### src/rtl/nand_fe_pkg.sv
package nand_fe_pkg;
  typedef enum logic [1:0] {PEND_NONE, PEND_RD, PEND_PG, PEND_ER} pend_e;
  typedef enum logic [1:0] {OP_RD, OP_PG, OP_ER} op_e;

  localparam logic [7:0] CMD_RD_SETUP = 8'h00;
  localparam logic [7:0] CMD_RD_GO    = 8'h30;
  localparam logic [7:0] CMD_PG_SETUP = 8'h80;
  localparam logic [7:0] CMD_PG_GO    = 8'h10;
  localparam logic [7:0] CMD_ER_SETUP = 8'h60;
  localparam logic [7:0] CMD_ER_GO    = 8'hD0;
endpackage

### src/rtl/nfe_strobe_decode.sv
module nfe_strobe_decode (
  input  logic clk,
  input  logic rst,
  input  logic sel_n,
  input  logic cmd_latch,
  input  logic addr_latch,
  input  logic wr_n,
  input  logic rd_n,
  input  logic hold,
  output logic cmd_cyc,
  output logic addr_cyc,
  output logic data_cyc,
  output logic rd_fall
);
  logic wr_prev, rd_prev, live, wr_rise;

  always_ff @(posedge clk) begin
    if (rst) begin
      wr_prev <= 1'b1;
      rd_prev <= 1'b1;
    end else begin
      wr_prev <= wr_n;
      rd_prev <= rd_n;
    end
  end

  always_comb begin
    live     = !sel_n && !hold;
    wr_rise  = live && !wr_prev && wr_n;
    cmd_cyc  = wr_rise && cmd_latch && !addr_latch;
    addr_cyc = wr_rise && addr_latch && !cmd_latch;
    data_cyc = wr_rise && !addr_latch && !cmd_latch;
    rd_fall  = live && rd_prev && !rd_n;
  end


  single_rd_step_chk: assert property (@(posedge clk) disable iff (rst)
    rd_fall |=> !rd_fall);
endmodule

### src/rtl/nfe_busy_timer.sv
module nfe_busy_timer #(
  parameter int CNT_W = 8
) (
  input  logic             clk,
  input  logic             rst,
  input  logic             start,
  input  logic [CNT_W-1:0] load_val,
  input  logic             abort,
  output logic             busy
);
  logic [CNT_W-1:0] cnt;

  always_ff @(posedge clk) begin
    if (rst) begin
      busy <= 1'b0;
      cnt  <= '0;
    end else if (abort) begin
      busy <= 1'b0;
      cnt  <= '0;
    end else if (start) begin
      busy <= 1'b1;
      cnt  <= load_val - 1'b1;
    end else if (cnt != '0) begin
      cnt <= cnt - 1'b1;
    end else begin
      busy <= 1'b0;
    end
  end


  busy_only_on_start_chk: assert property (@(posedge clk) disable iff (rst)
    $rose(busy) |-> $past(start));

  abort_releases_chk: assert property (@(posedge clk) disable iff (rst)
    abort |=> !busy);
endmodule

### src/rtl/nfe_page_buf.sv
module nfe_page_buf #(
  parameter int W  = 16,
  parameter int AW = 4
) (
  input  logic          clk,
  input  logic          rst,
  input  logic          we,
  input  logic [AW-1:0] waddr,
  input  logic [W-1:0]  wdata,
  input  logic          re,
  input  logic [AW-1:0] raddr,
  output logic [W-1:0]  rdata
);
  localparam int DEPTH = 1 << AW;
  logic [W-1:0] mem [DEPTH];

  always_ff @(posedge clk) begin
    if (we) mem[waddr] <= wdata;
  end

  always_ff @(posedge clk) begin
    if (rst)     rdata <= '0;
    else if (re) rdata <= mem[raddr];
  end
endmodule

### src/rtl/nand_bus_frontend.sv
module nand_bus_frontend
  import nand_fe_pkg::*;
#(
  parameter int DATA_W  = 16,
  parameter int COL_W   = 4,
  parameter int ADDR_N  = 3,
  parameter int T_READ  = 12,
  parameter int T_PROG  = 40,
  parameter int T_ERASE = 60
) (
  input  logic              clk,
  input  logic              rst,
  input  logic              sel_n,
  input  logic              cmd_latch,
  input  logic              addr_latch,
  input  logic              wr_n,
  input  logic              rd_n,
  input  logic              wprot_n,
  input  logic [DATA_W-1:0] io_in,
  output logic [DATA_W-1:0] io_out,
  output logic              io_oe,
  output logic              rb_pull_low
);
  localparam int T_MAX = (T_ERASE > T_PROG) ? ((T_ERASE > T_READ) ? T_ERASE : T_READ)
                                            : ((T_PROG > T_READ) ? T_PROG : T_READ);
  localparam int CNT_W = $clog2(T_MAX + 1);
  localparam int IDX_W = $clog2(ADDR_N + 1);

  logic             cmd_cyc, addr_cyc, data_cyc, rd_fall;
  logic [7:0]       low_byte;
  logic [COL_W-1:0] col;
  logic [IDX_W-1:0] idx;
  pend_e            pend;
  op_e              kind;
  logic             start, abort;
  op_e              start_kind;
  logic [CNT_W-1:0] load_val;
  logic [DATA_W-1:0] rdata;

  generate
    if (DATA_W > 8) begin : g_wide
      assign low_byte = io_in[7:0];
    end else begin : g_narrow
      assign low_byte = io_in;
    end
  endgenerate

  nfe_strobe_decode u_dec (
    .clk(clk), .rst(rst), .sel_n(sel_n), .cmd_latch(cmd_latch),
    .addr_latch(addr_latch), .wr_n(wr_n), .rd_n(rd_n), .hold(rb_pull_low),
    .cmd_cyc(cmd_cyc), .addr_cyc(addr_cyc), .data_cyc(data_cyc), .rd_fall(rd_fall)
  );

  always_comb begin
    start      = 1'b0;
    start_kind = OP_RD;
    load_val   = CNT_W'(T_READ);
    if (cmd_cyc) begin
      if (low_byte == CMD_RD_GO && pend == PEND_RD) begin
        start = 1'b1;
      end else if (low_byte == CMD_PG_GO && pend == PEND_PG && wprot_n) begin
        start = 1'b1; start_kind = OP_PG; load_val = CNT_W'(T_PROG);
      end else if (low_byte == CMD_ER_GO && pend == PEND_ER && wprot_n) begin
        start = 1'b1; start_kind = OP_ER; load_val = CNT_W'(T_ERASE);
      end
    end
    abort = rb_pull_low && (kind != OP_RD) && !wprot_n;
  end

  nfe_busy_timer #(.CNT_W(CNT_W)) u_tmr (
    .clk(clk), .rst(rst), .start(start), .load_val(load_val),
    .abort(abort), .busy(rb_pull_low)
  );

  always_ff @(posedge clk) begin
    if (rst) begin
      pend <= PEND_NONE;
      kind <= OP_RD;
      idx  <= '0;
      col  <= '0;
    end else begin
      if (start) kind <= start_kind;
      if (cmd_cyc) begin
        idx <= '0;
        case (low_byte)
          CMD_RD_SETUP: pend <= PEND_RD;
          CMD_PG_SETUP: pend <= PEND_PG;
          CMD_ER_SETUP: pend <= PEND_ER;
          default:      pend <= PEND_NONE;
        endcase
      end
      if (addr_cyc) begin
        if (idx == '0) col <= low_byte[COL_W-1:0];
        if (idx != IDX_W'(ADDR_N)) idx <= idx + 1'b1;
      end
      if (data_cyc || rd_fall) col <= col + 1'b1;
    end
  end

  nfe_page_buf #(.W(DATA_W), .AW(COL_W)) u_buf (
    .clk(clk), .rst(rst), .we(data_cyc), .waddr(col), .wdata(io_in),
    .re(rd_fall), .raddr(col), .rdata(rdata)
  );

  assign io_out = rdata;

  always_ff @(posedge clk) begin
    if (rst) io_oe <= 1'b0;
    else     io_oe <= !sel_n && !rd_n;
  end


  busy_col_frozen_chk: assert property (@(posedge clk) disable iff (rst)
    rb_pull_low |=> $stable(col));

  oe_follows_pins_chk: assert property (@(posedge clk) disable iff (rst)
    io_oe |-> $past(!sel_n && !rd_n));

  data_advances_col_chk: assert property (@(posedge clk) disable iff (rst)
    data_cyc |=> col == COL_W'($past(col) + 1'b1));

  cmd_clears_idx_chk: assert property (@(posedge clk) disable iff (rst)
    cmd_cyc |=> idx == '0);
endmodule

### config.mk
export PLATFORM = sky130hd
export DESIGN_NAME = nand_bus_frontend
export DESIGN_NICKNAME = d
export VERILOG_FILES = /design/src/rtl/nand_fe_pkg.sv /design/src/rtl/nfe_strobe_decode.sv /design/src/rtl/nfe_busy_timer.sv /design/src/rtl/nfe_page_buf.sv /design/src/rtl/nand_bus_frontend.sv
export SDC_FILE = /design/constraint.sdc
export NUM_CORES = 1
export LEC_CHECK = 0
export BUFFER_PORTS_ARGS = -buffer_cell sky130_fd_sc_hd__buf_2
export CORE_MARGIN = 2
export CORE_UTILIZATION = 55
export DETAILED_ROUTE_END_ITERATION = 10
export PLACE_DENSITY_LB_ADDON = 0.3
export SKIP_LAST_GASP = 1
export SLEW_MARGIN = 10
export SYNTH_ARGS = -nofsm -noshare
export SYNTH_HDL_FRONTEND = slang
export SYNTH_SLANG_ARGS = --single-unit
### constraint.sdc
create_clock -name clk -period 4.2 [get_ports clk]
set_clock_uncertainty 0.1 [all_clocks]
set_input_delay 0.84 -clock clk [delete_from_list [all_inputs] [get_ports clk]]
set_output_delay 0.84 -clock clk [all_outputs]
set_load 0.03 [all_outputs]
==> qor.csv, run 1 <==
metric;value;unit
post-synthesis average cell area;18.6;um^2
Critical Path Fanout Max;21;
Sw Pwr;0.00128;W
H-Tree Depth;1;
clock network power share;0.396;
Vias/cell;6.19;
Die ar.;21800;um^2
count of final setup violators;0;
Congestion Overflow GR;0;
Area Growth Syn to Fin;13.9;%
CP bufs+invs;2;
type of origin of the critical path;primary input;
Post-synth ARST share;0;
Synthesis Warnings;0;
layout cell share with drive strength beyond 1;0.280;
Final Max Slew Viols;0;
Worst Hold Class;flip-flop to flip-flop;
Post-synth EDFFs;256;
Synth cell types;51;
clock tree root buffer cell;clkbuf_16;
Critical Path Max Stage Delay;520;ps
worst skew pair latency;550;ps
Max Root-Sink Buffers;3;
Post-CTS Repair Setup Buffers;0;
CP required;4560;ps
Worst setup EP type;flip-flop;
final net count;718;
crit share post-route;0.784;
Logic pwr share;0.067;
PortBufs;41;
Crit path arrival time;3660;ps
routability-driven placement congestion ratio;0.803;
vias in the first global route;6297;
delay-heaviest family, CP;simple AND/OR/NAND/NOR gates;
First-pass DRT Iterations;5;
Int Pwr;0.00470;W
Routed WL;24300;um
slew at the pin closest to its max-slew limit;1180;ps
CTS tree;built;
instance count of the mapped netlist;612;
DP HPWL;14300;um
Synth Flop Type;edfxtp_1;
total of max-cap violations;0;
maximum vdd drop;0.501;mV
hold_buf cts;0;
shortest period the worst path allows;3290;ps
Filler Cell Count;1370;
sequential power share;0.537;
pin count of the biggest net entering global routing;34;
critical path start-end classification;primary input to flip-flop;
CP dominant cell by count;nand2_1;
crit-path cells;buf_2 -> or4bb_1 -> a2111oi_1 -> o21ai_1 -> nand2_1 -> ha_1 -> inv_1 -> or3_1 -> xnor2_1 -> nand2_1 -> a21oi_1;
leakage;4.23;nW
DR DRC count;0;
Horiz. Die Dim;148;um
Slew headroom;0.211;
Synth Register Bits;292;
first-pass GRT wire length;37700;um
Core Rows;52;
total number of vias;6052;
mapped cell area;11400;um^2
Worst-path clk slew;60;ps
Iteration-0 DRC Markers;537;
Initial Util;0.562;
RSZ-0062 raised after global routing;false;
Resize count post-CTS;0;
status;finished clean;
CTS Buf Count;29;
switching share of power;0.214;
Clock Sinks;292;
Fin. Hold Viols;0;
wire per inst;24.8;um
Routed Antenna Nets;0;
Core Area;20200;um^2
setup TNS;0;ps
pwr/cell area;462;nW/um^2
FMAX;304;MHz
Power Total;0.00598;W
GRT Total Usage;0.232;
io pins;42;
Critical-path top delay cell;a2111oi_1;
# diodes;0;
register area share after synthesis;0.740;
die height;148;um
initial antenna violation count;0;
post-synth net total;643;
cells in the mapped netlist, drive strengths merged, types with 3 or more instances:
| cell type | number | area (um^2) |
|---|---|---|
| a21oi | 18 | 90.1 |
| a22oi | 28 | 210 |
| buf | 12 | 62.6 |
| clkbuf | 19 | 71.3 |
| dfxtp | 36 | 721 |
| edfxtp | 256 | 7690 |
| ha | 7 | 87.6 |
| inv | 9 | 33.8 |
| mux2i | 16 | 160 |
| mux4 | 64 | 1440 |
| nand2 | 38 | 143 |
| nand2b | 6 | 37.5 |
| nand3 | 3 | 15.0 |
| nor2 | 41 | 154 |
| nor3 | 11 | 55.1 |
| o21ai | 3 | 15.0 |
| or2 | 3 | 18.8 |
| or3 | 4 | 25.0 |
registers in the layout, indices dropped and copies added, names as in the netlist:
name and count:
col 4, idx 2, io_oe 1, kind 2, pend 2, u_buf.mem 256
u_buf.rdata 16, u_dec.rd_prev 1, u_dec.wr_prev 1, u_tmr.busy 1, u_tmr.cnt 6
per-layer routing:
layer	vias up	share of wire	GRT usage
met5	-	0	0
met4	0	0.021	0.0683
met3	48	0.074	0.0420
met2	245	0.49	0.364
met1	3147	0.42	0.340
li1	2612	-	-
final timing paths:
path                 start      endpoint  slack, ps  cells after the start
hold / removal     kind[1]       kind[1]        370                      2
setup reg to reg   pend[0]  u_tmr.cnt[4]       1060                     10
hold reg to reg    kind[1]       kind[1]        370                      2
setup / recovery  io_in[5]  u_tmr.cnt[4]        910                     11
worst reg2reg max path, stage by stage, from the launching register on:
cell       delay (ps)
dfxtp_1           350
or4bb_1           510
a2111oi_1         520
o21ai_1           360
nand2_1           180
ha_1              180
inv_1              80
or3_1             330
xnor2_1           150
nand2_1            80
a21oi_1           220
metrics by stage:
step	instances	utilization	setup WS [ps]	instance area, um^2	hold slack [ps]
after floorplan	612	-	540	11400	332
after global placement	926	0.597	607	12100	350
after detailed placement	926	0.597	464	12100	366
after CTS	978	0.640	998	12900	375
after global routing	978	0.640	677	12900	407
final	978	0.640	906	12900	374
cell usage in the layout, fill, tap and decap left out, drive strengths merged, types with 10 or more instances in the layout:
master,n
nor2,41
edfxtp,256
mux2i,16
nor3,11
inv,10
dfxtp,36
clkinv,12
clkbuf,38
a22oi,28
a21oi,18
nand2,38
buf,75
mux4,64
kinds of logic (layout without fill, tap and decap cells):
group	after synthesis	after routing	share of synthesized area
multiplexers	81	81	0.142
AO/OA/AOI/OAI	67	67	0.0406
AND/OR/NAND/NOR	123	123	0.0540
XOR/XNOR	2	2	0.00154
buffers and inverters	40	136	0.0147
flip-flops	292	292	0.740
adder cells (fa/ha/maj)	7	7	0.00770
power by group through the flow:
stage	logic, W	registers, W	clock network, W
2_1_floorplan	0.000265	0.00328	0
3_3_place_gp	0.000373	0.00327	0
3_5_place_dp	0.000397	0.00327	0
4_1_cts	0.000399	0.00321	0.00241
5_1_grt	0.000445	0.00321	0.00254
6_report	0.000400	0.00321	0.00237
final cells by class:
class / count / area [um^2] / share of cell area
sequential: 292 / 8410 / 0.650
tap: 270 / 338 / 0.0261
clock buffer: 38 / 769 / 0.0594
multi-input combinational: 280 / 2840 / 0.219
inverter: 9 / 33.8 / 0.00261
timing repair buffer: 75 / 460 / 0.0356
clock inverter: 14 / 95.1 / 0.00734
Power figures use the tool's default switching activity.
==> run 2, diff against run 1 <==
ABC_AREA = 1   (was default)
clock period = 3.2 ns   (was 4.2 ns; I/O delays follow)
==> qor.csv, run 2 <==
metric;value;unit;change
status;finished clean;;
WHS Endpoint;io_oe;;
Logic pwr share;0.082;;+0.015
Area after DPL;12300;um^2;+2.0%
Die ar.;22300;um^2;+2.3%
Critical Path Fanout Max;68;;+220%
Int Pwr;0.00632;W;+35%
first-pass GRT wire length;43600;um;+16%
largest registers;u_buf.mem (256), u_buf.rdata (16), u_tmr.cnt (6);;
initial antenna violation count;1;;+1
setup ws final;690;ps;-216 ps
R2R cell count;5;;-5
Commonest cells post-synth;edfxtp_1, nor2_1, o21ai_0;;
leakage;4.62;nW;+9.4%
Final Max Slew Viols;0;;unchanged
Cell Count, Final, Fillers Out;1312;;+34%
final net count;1045;;+46%
reg2reg end;u_buf.rdata[4];;
Max Root-Sink Buffers;3;;unchanged
CP required;3560;ps;-1000 ps
pwr/cell area;618;nW/um^2;+34%
Top reg by flops;u_buf.mem;;
Synth cell types;36;;-29%
wire per inst;21.9;um;-12%
max reg flops;256;;unchanged
Clock Sinks;292;;unchanged
Fin. Hold Viols;0;;unchanged
Final Core Density;0.634;;-0.00627
Sw Pwr;0.00186;W;+45%
pin count of the biggest net entering global routing;69;;+100%
area leader, netlist;edfxtp_1;;
routability-driven placement congestion ratio;0.852;;+6.1%
shortest period the worst path allows;2510;ps;
Initial Util;0.557;;-0.00454
total number of vias;7781;;+29%
clock network power share;0.400;;+0.004
RSZ-0062 raised after global routing;false;;
maximum vdd drop;0.338;mV;-33%
Horiz. Die Dim;149;um;+1.2%
vias in the first global route;7487;;+19%
Post-synth ARST share;0;;unchanged
critical path start-end classification;flip-flop to flip-flop;;
DP Cell Count;1259;;+36%
Slew headroom;0.533;;+0.322
top cells by area, synth;edfxtp_1, o21ai_0, dfxtp_1;;
Worst Hold Class;primary input to flip-flop;;
PortBufs;41;;unchanged
most frequent cell after synthesis;edfxtp_1;;
die height;149;um;+1.2%
worst hold stages;2;;unchanged
Iteration-0 DRC Markers;1042;;+94%
Synthesis Warnings;0;;unchanged
total of max-cap violations;0;;unchanged
Synth top area share;0.660;;-0.0158
DP HPWL;17800;um;+25%
Worst setup EP type;flip-flop;;
most common cell after layout, fill and taps aside;edfxtp_1;;
worst skew pair latency;540;ps;about the same
count of final setup violators;0;;unchanged
type of origin of the critical path;flip-flop;;
min-delay src;sel_n;;
Routed Antenna Nets;0;;unchanged
layout cell share with drive strength beyond 1;0.159;;-0.120
Area Growth Syn to Fin;13.7;%;
Core Rows;53;;+1.9%
slew at the pin closest to its max-slew limit;700;ps;-481 ps
Vias/cell;5.93;;-4.2%
H-Tree Depth;1;;unchanged
FMAX;398;MHz;
Post-CTS Repair Setup Buffers;0;;unchanged
sequential power share;0.518;;-0.019
GRT Total Usage;0.260;;+0.0282
most frequent cells in the layout;edfxtp_1, nor2_1, o21ai_0;;
io pins;42;;unchanged
CTS tree;built;;
instance count of the mapped netlist;954;;+56%
post-synthesis average cell area;12.2;um^2;-34%
flop2flop setup slack;690;ps;-370 ps
mapped cell area;11600;um^2;+2.4%
hold_buf cts;0;;unchanged
Congestion Overflow GR;0;;unchanged
Post-synth EDFFs;256;;unchanged
Synth Flop Type;edfxtp_1;;
register area share after synthesis;0.722;;-0.0173
Reg2Reg Launch Point;col[0];;
fin area;13200;um^2;+2.2%
Synth Register Bits;292;;unchanged
DR DRC count;0;;unchanged
Resize count post-CTS;0;;unchanged
Core Area;20900;um^2;+3.2%
post-synth net total;985;;+53%
crit share post-route;0.784;;
Worst-path clk slew;60;ps;about the same
Routed WL;28700;um;+18%
First-pass DRT Iterations;7;;+2
CTS Buf Count;28;;-3.4%
clock tree root buffer cell;clkbuf_16;;
switching share of power;0.228;;+0.0133
Place WS;671;ps;+207 ps
Crit path arrival time;2870;ps;-790 ps
setup TNS;0;ps;unchanged
==> run 2: cell types whose count changed after synthesis, moves of 9 or more <==
| cell | before | now |
|---|---|---|
| o21ai_0 | 2 | 149 |
| nor2_1 | 41 | 172 |
| mux4_2 | 64 | 0 |
| o22ai_1 | 0 | 64 |
| nand2_1 | 38 | 89 |
| a22oi_1 | 28 | 0 |
| inv_1 | 9 | 35 |
| a41oi_1 | 0 | 16 |
| mux2i_1 | 16 | 0 |
| buf_4 | 0 | 9 |
| clkbuf_1 | 19 | 28 |
==> run 2: logic make-up after synthesis <==
group	Yosys count	share of synthesized area
simple gates	294	0.104
flops	292	0.722
compound gates	265	0.129
buf+inv	94	0.0362
fa+ha+maj	7	0.00752
xor+xnor	2	0.00150
==> run 2: metrics by stage <==
step,power (W),hold WS [ps]
2_1_floorplan,0.00476,333
3_3_place_gp,0.00497,361
3_5_place_dp,0.00498,375
4_1_cts,0.00821,173
5_1_grt,0.00846,183
6_report,0.00818,183
==> run 2: layout make-up <==
| type | instances | area [um^2] |
|---|---|---|
| repair buffers | 82 | 551 |
| well taps | 275 | 344 |
| fillers | 1548 | 7650 |
| flip-flops and latches | 292 | 8410 |
| diodes | 1 | 2.50 |
| clock buffers | 41 | 781 |
| multi-input cells | 568 | 2850 |
| clock inverters | 11 | 129 |
| inverters | 42 | 163 |
==> run 2: layer usage <==
layer	part of all wire	track usage
met1	0.40	0.360
met2	0.48	0.424
met3	0.086	0.0433
met4	0.030	0.0871
met5	0	0
==> run 2: power by group through the flow <==
| stage | Sequential [W] | Combinational, W | Clock [W] |
|---|---|---|---|
| final | 0.00424 | 0.000671 | 0.00327 |
| after global routing | 0.00424 | 0.000742 | 0.00347 |
| after CTS | 0.00424 | 0.000669 | 0.00330 |
| after detailed placement | 0.00432 | 0.000665 | 0 |
| after global placement | 0.00432 | 0.000651 | 0 |
| after floorplan | 0.00432 | 0.000434 | 0 |
==> run 2: worst max-delay path by stage <==
stage | start | to | slack [ps]
final | col[0] | u_buf.rdata[4] | 690
after detailed placement | sel_n | u_buf.mem[11][15] | 670
after global placement | sel_n | u_buf.mem[11][7] | 680
after global routing | col[0] | u_buf.rdata[15] | 490
after floorplan | wr_n | u_buf.mem[0][0] | 800
after CTS | col[0] | u_buf.rdata[4] | 760
==> run 2: worst max-delay path, cell delays in order (launching register included) <==
cell and delay (ps):
dfxtp_4 790, buf_4 660, o21ai_0 190, o22ai_1 230, nand2_1 140, a41oi_1 240
==> run 3, diff against run 2 <==
clock period = 2.6 ns   (was 3.2 ns; I/O delays follow)
==> qor.csv, run 3 (synthesis gave the netlist of run 2 again) <==
metric;value;unit;change
Critical-path top delay cell;buf_4;;
crit-path cells;buf_4 -> buf_4 -> o21ai_0 -> o22ai_1 -> a21oi_1 -> a41oi_1;;
min-delay src;sel_n;;
Area Growth Syn to Fin;14.4;%;
Routed WL;28100;um;-2.1%
global routing usage on met1;0.345;;-0.0146
count of final setup violators;0;;unchanged
First-pass DRT Iterations;6;;-1
most common cell after layout, fill and taps aside;edfxtp_1;;
shortest period the worst path allows;2120;ps;-395 ps
DP Cell Count;1268;;+0.71%
pwr/cell area;760;nW/um^2;+23%
maximum vdd drop;0.554;mV;+64%
Die ar.;22300;um^2;unchanged
worst skew pair latency;550;ps;about the same
crit share post-route;0.814;;+0.0291
Resize count post-CTS;0;;unchanged
total of max-cap violations;0;;unchanged
Max Root-Sink Buffers;3;;unchanged
Core Rows;53;;unchanged
Routed Antenna Nets;0;;unchanged
DP HPWL;17700;um;-0.76%
status;finished clean;;
Iteration-0 DRC Markers;821;;-21%
switching share of power;0.226;;-0.00177
max reg flops;256;;unchanged
Slew headroom;0.504;;-0.0286
Cell Count, Final, Fillers Out;1320;;+0.61%
CTS Buf Count;29;;+3.6%
layer with the highest usage;met2;;
CP dominant cell by count;buf_4;;
PortBufs;41;;unchanged
layout cell share with drive strength beyond 1;0.168;;+0.00836
Initial Util;0.557;;unchanged
initial antenna violation count;1;;unchanged
setup TNS;0;ps;unchanged
worst hold stages;2;;unchanged
critical path start-end classification;flip-flop to flip-flop;;
io pins;42;;unchanged
WHS Endpoint;io_oe;;
Final Max Slew Viols;0;;unchanged
GR met3 Demand/Resource;0.0460;;+0.00274
Post-CTS Repair Setup Buffers;0;;unchanged
first-pass GRT wire length;43200;um;-0.76%
Logic pwr share;0.084;;+0.002
Worst Hold Class;primary input to flip-flop;;
Fin Hold WS;57.8;ps;-125 ps
largest registers;u_buf.mem (256), u_buf.rdata (16), u_tmr.cnt (6);;
Congestion Overflow GR;0;;unchanged
hold_buf cts;0;;unchanged
Worst setup EP type;flip-flop;;
slew at the pin closest to its max-slew limit;744;ps;+43.7 ps
Crit path arrival time;2460;ps;-410 ps
Critical Path Fanout Max;36;;-47%
CP required;2940;ps;-620 ps
Worst-path clk slew;60;ps;about the same
Core Area;20900;um^2;unchanged
type of origin of the critical path;flip-flop;;
total number of vias;7742;;-0.50%
Final Core Density;0.638;;+0.00413
Horiz. Die Dim;149;um;unchanged
vias in the first global route;7576;;+1.2%
clock network power share;0.403;;+0.003
DR DRC count;0;;unchanged
sequential power share;0.514;;-0.004
Clock Sinks;292;;unchanged
Vias/cell;5.87;;-1.1%
RSZ-0062 raised after global routing;false;;
pin count of the biggest net entering global routing;74;;+7.2%
Fin. Hold Viols;0;;unchanged
GRT Total Usage;0.257;;-0.00359
final net count;1055;;+0.96%
CTS tree;built;;
wire per inst;21.3;um;-2.7%
Top reg by flops;u_buf.mem;;
H-Tree Depth;1;;unchanged
Sw Pwr;0.00229;W;+23%
reg2reg end;u_buf.rdata[10];;
met2 usage;0.419;;-0.00550
leakage;4.69;nW;+1.4%
routability-driven placement congestion ratio;0.809;;-5.1%
clock tree root buffer cell;clkbuf_16;;
Int Pwr;0.00783;W;+24%
Critical Path Max Stage Delay;420;ps;-370 ps
FMAX;473;MHz;+19%
most frequent cells in the layout;edfxtp_1, nor2_1, o21ai_0;;
Reg2Reg Launch Point;col[1];;
die height;149;um;unchanged
flop2flop setup slack;480;ps;-210 ps
R2R cell count;6;;+1
## run 3: changes by cell type in the layout (fill, tap and decap cells not counted)
cell	previous run	this run
clkinv_1	2	4
inv_6	0	1
buf_4	38	47
clkbuf_8	1	3
clkbuf_1	11	7
clkinv_2	7	5
## run 3: stage by stage
step	setup WS, ps	instance area [um^2]	power, W
floorplan	321	11600	0.00585
detailed placement	378	12400	0.00614
CTS	472	13300	0.0102
finish	485	13300	0.0101
global route	400	13300	0.0105
global placement	414	12400	0.00612
## run 3: worst max path at each step
stage / from / end / slack [ps]
floorplan: wr_n / u_buf.mem[0][0] / 320
global placement: sel_n / u_buf.mem[3][10] / 410
finish: col[1] / u_buf.rdata[10] / 480
detailed placement: sel_n / u_buf.mem[3][4] / 380
CTS: col[1] / u_buf.rdata[10] / 470
global route: col[1] / u_buf.rdata[10] / 400
## run 3: metal layers
| metal | share of wire | wire [um] |
|---|---|---|
| met5 | 0 | 0 |
| met4 | 0.040 | 1120 |
| met3 | 0.070 | 1980 |
| met2 | 0.48 | 13600 |
| met1 | 0.41 | 11400 |
## run 3: critical path: cells and delay by family (launching register included)
family | cells | cell delay (ps)
AOI/OAI and AO/OA | 4 | 810
buffers and inverters | 2 | 750
DFF | 1 | 330
## run 3: area by class of cell
class                           count  area, um^2
Antenna cell                        1        2.50
Multi-Input combinational cell    568        2850
Timing Repair Buffer               91         618
Fill cell                        1596        7570
Sequential cell                   292        8410
Tap cell                          275         344
Inverter                           42         163
Clock inverter                     12         135
Clock buffer                       39         793
## run 3: power by group through the flow
stage / logic, W / clock network [W] / registers, W
floorplan: 0.000534 / 0 / 0.00532
global placement: 0.000827 / 0 / 0.00529
detailed placement: 0.000843 / 0 / 0.00530
CTS: 0.000849 / 0.00412 / 0.00520
global route: 0.000944 / 0.00431 / 0.00520
finish: 0.000849 / 0.00407 / 0.00520
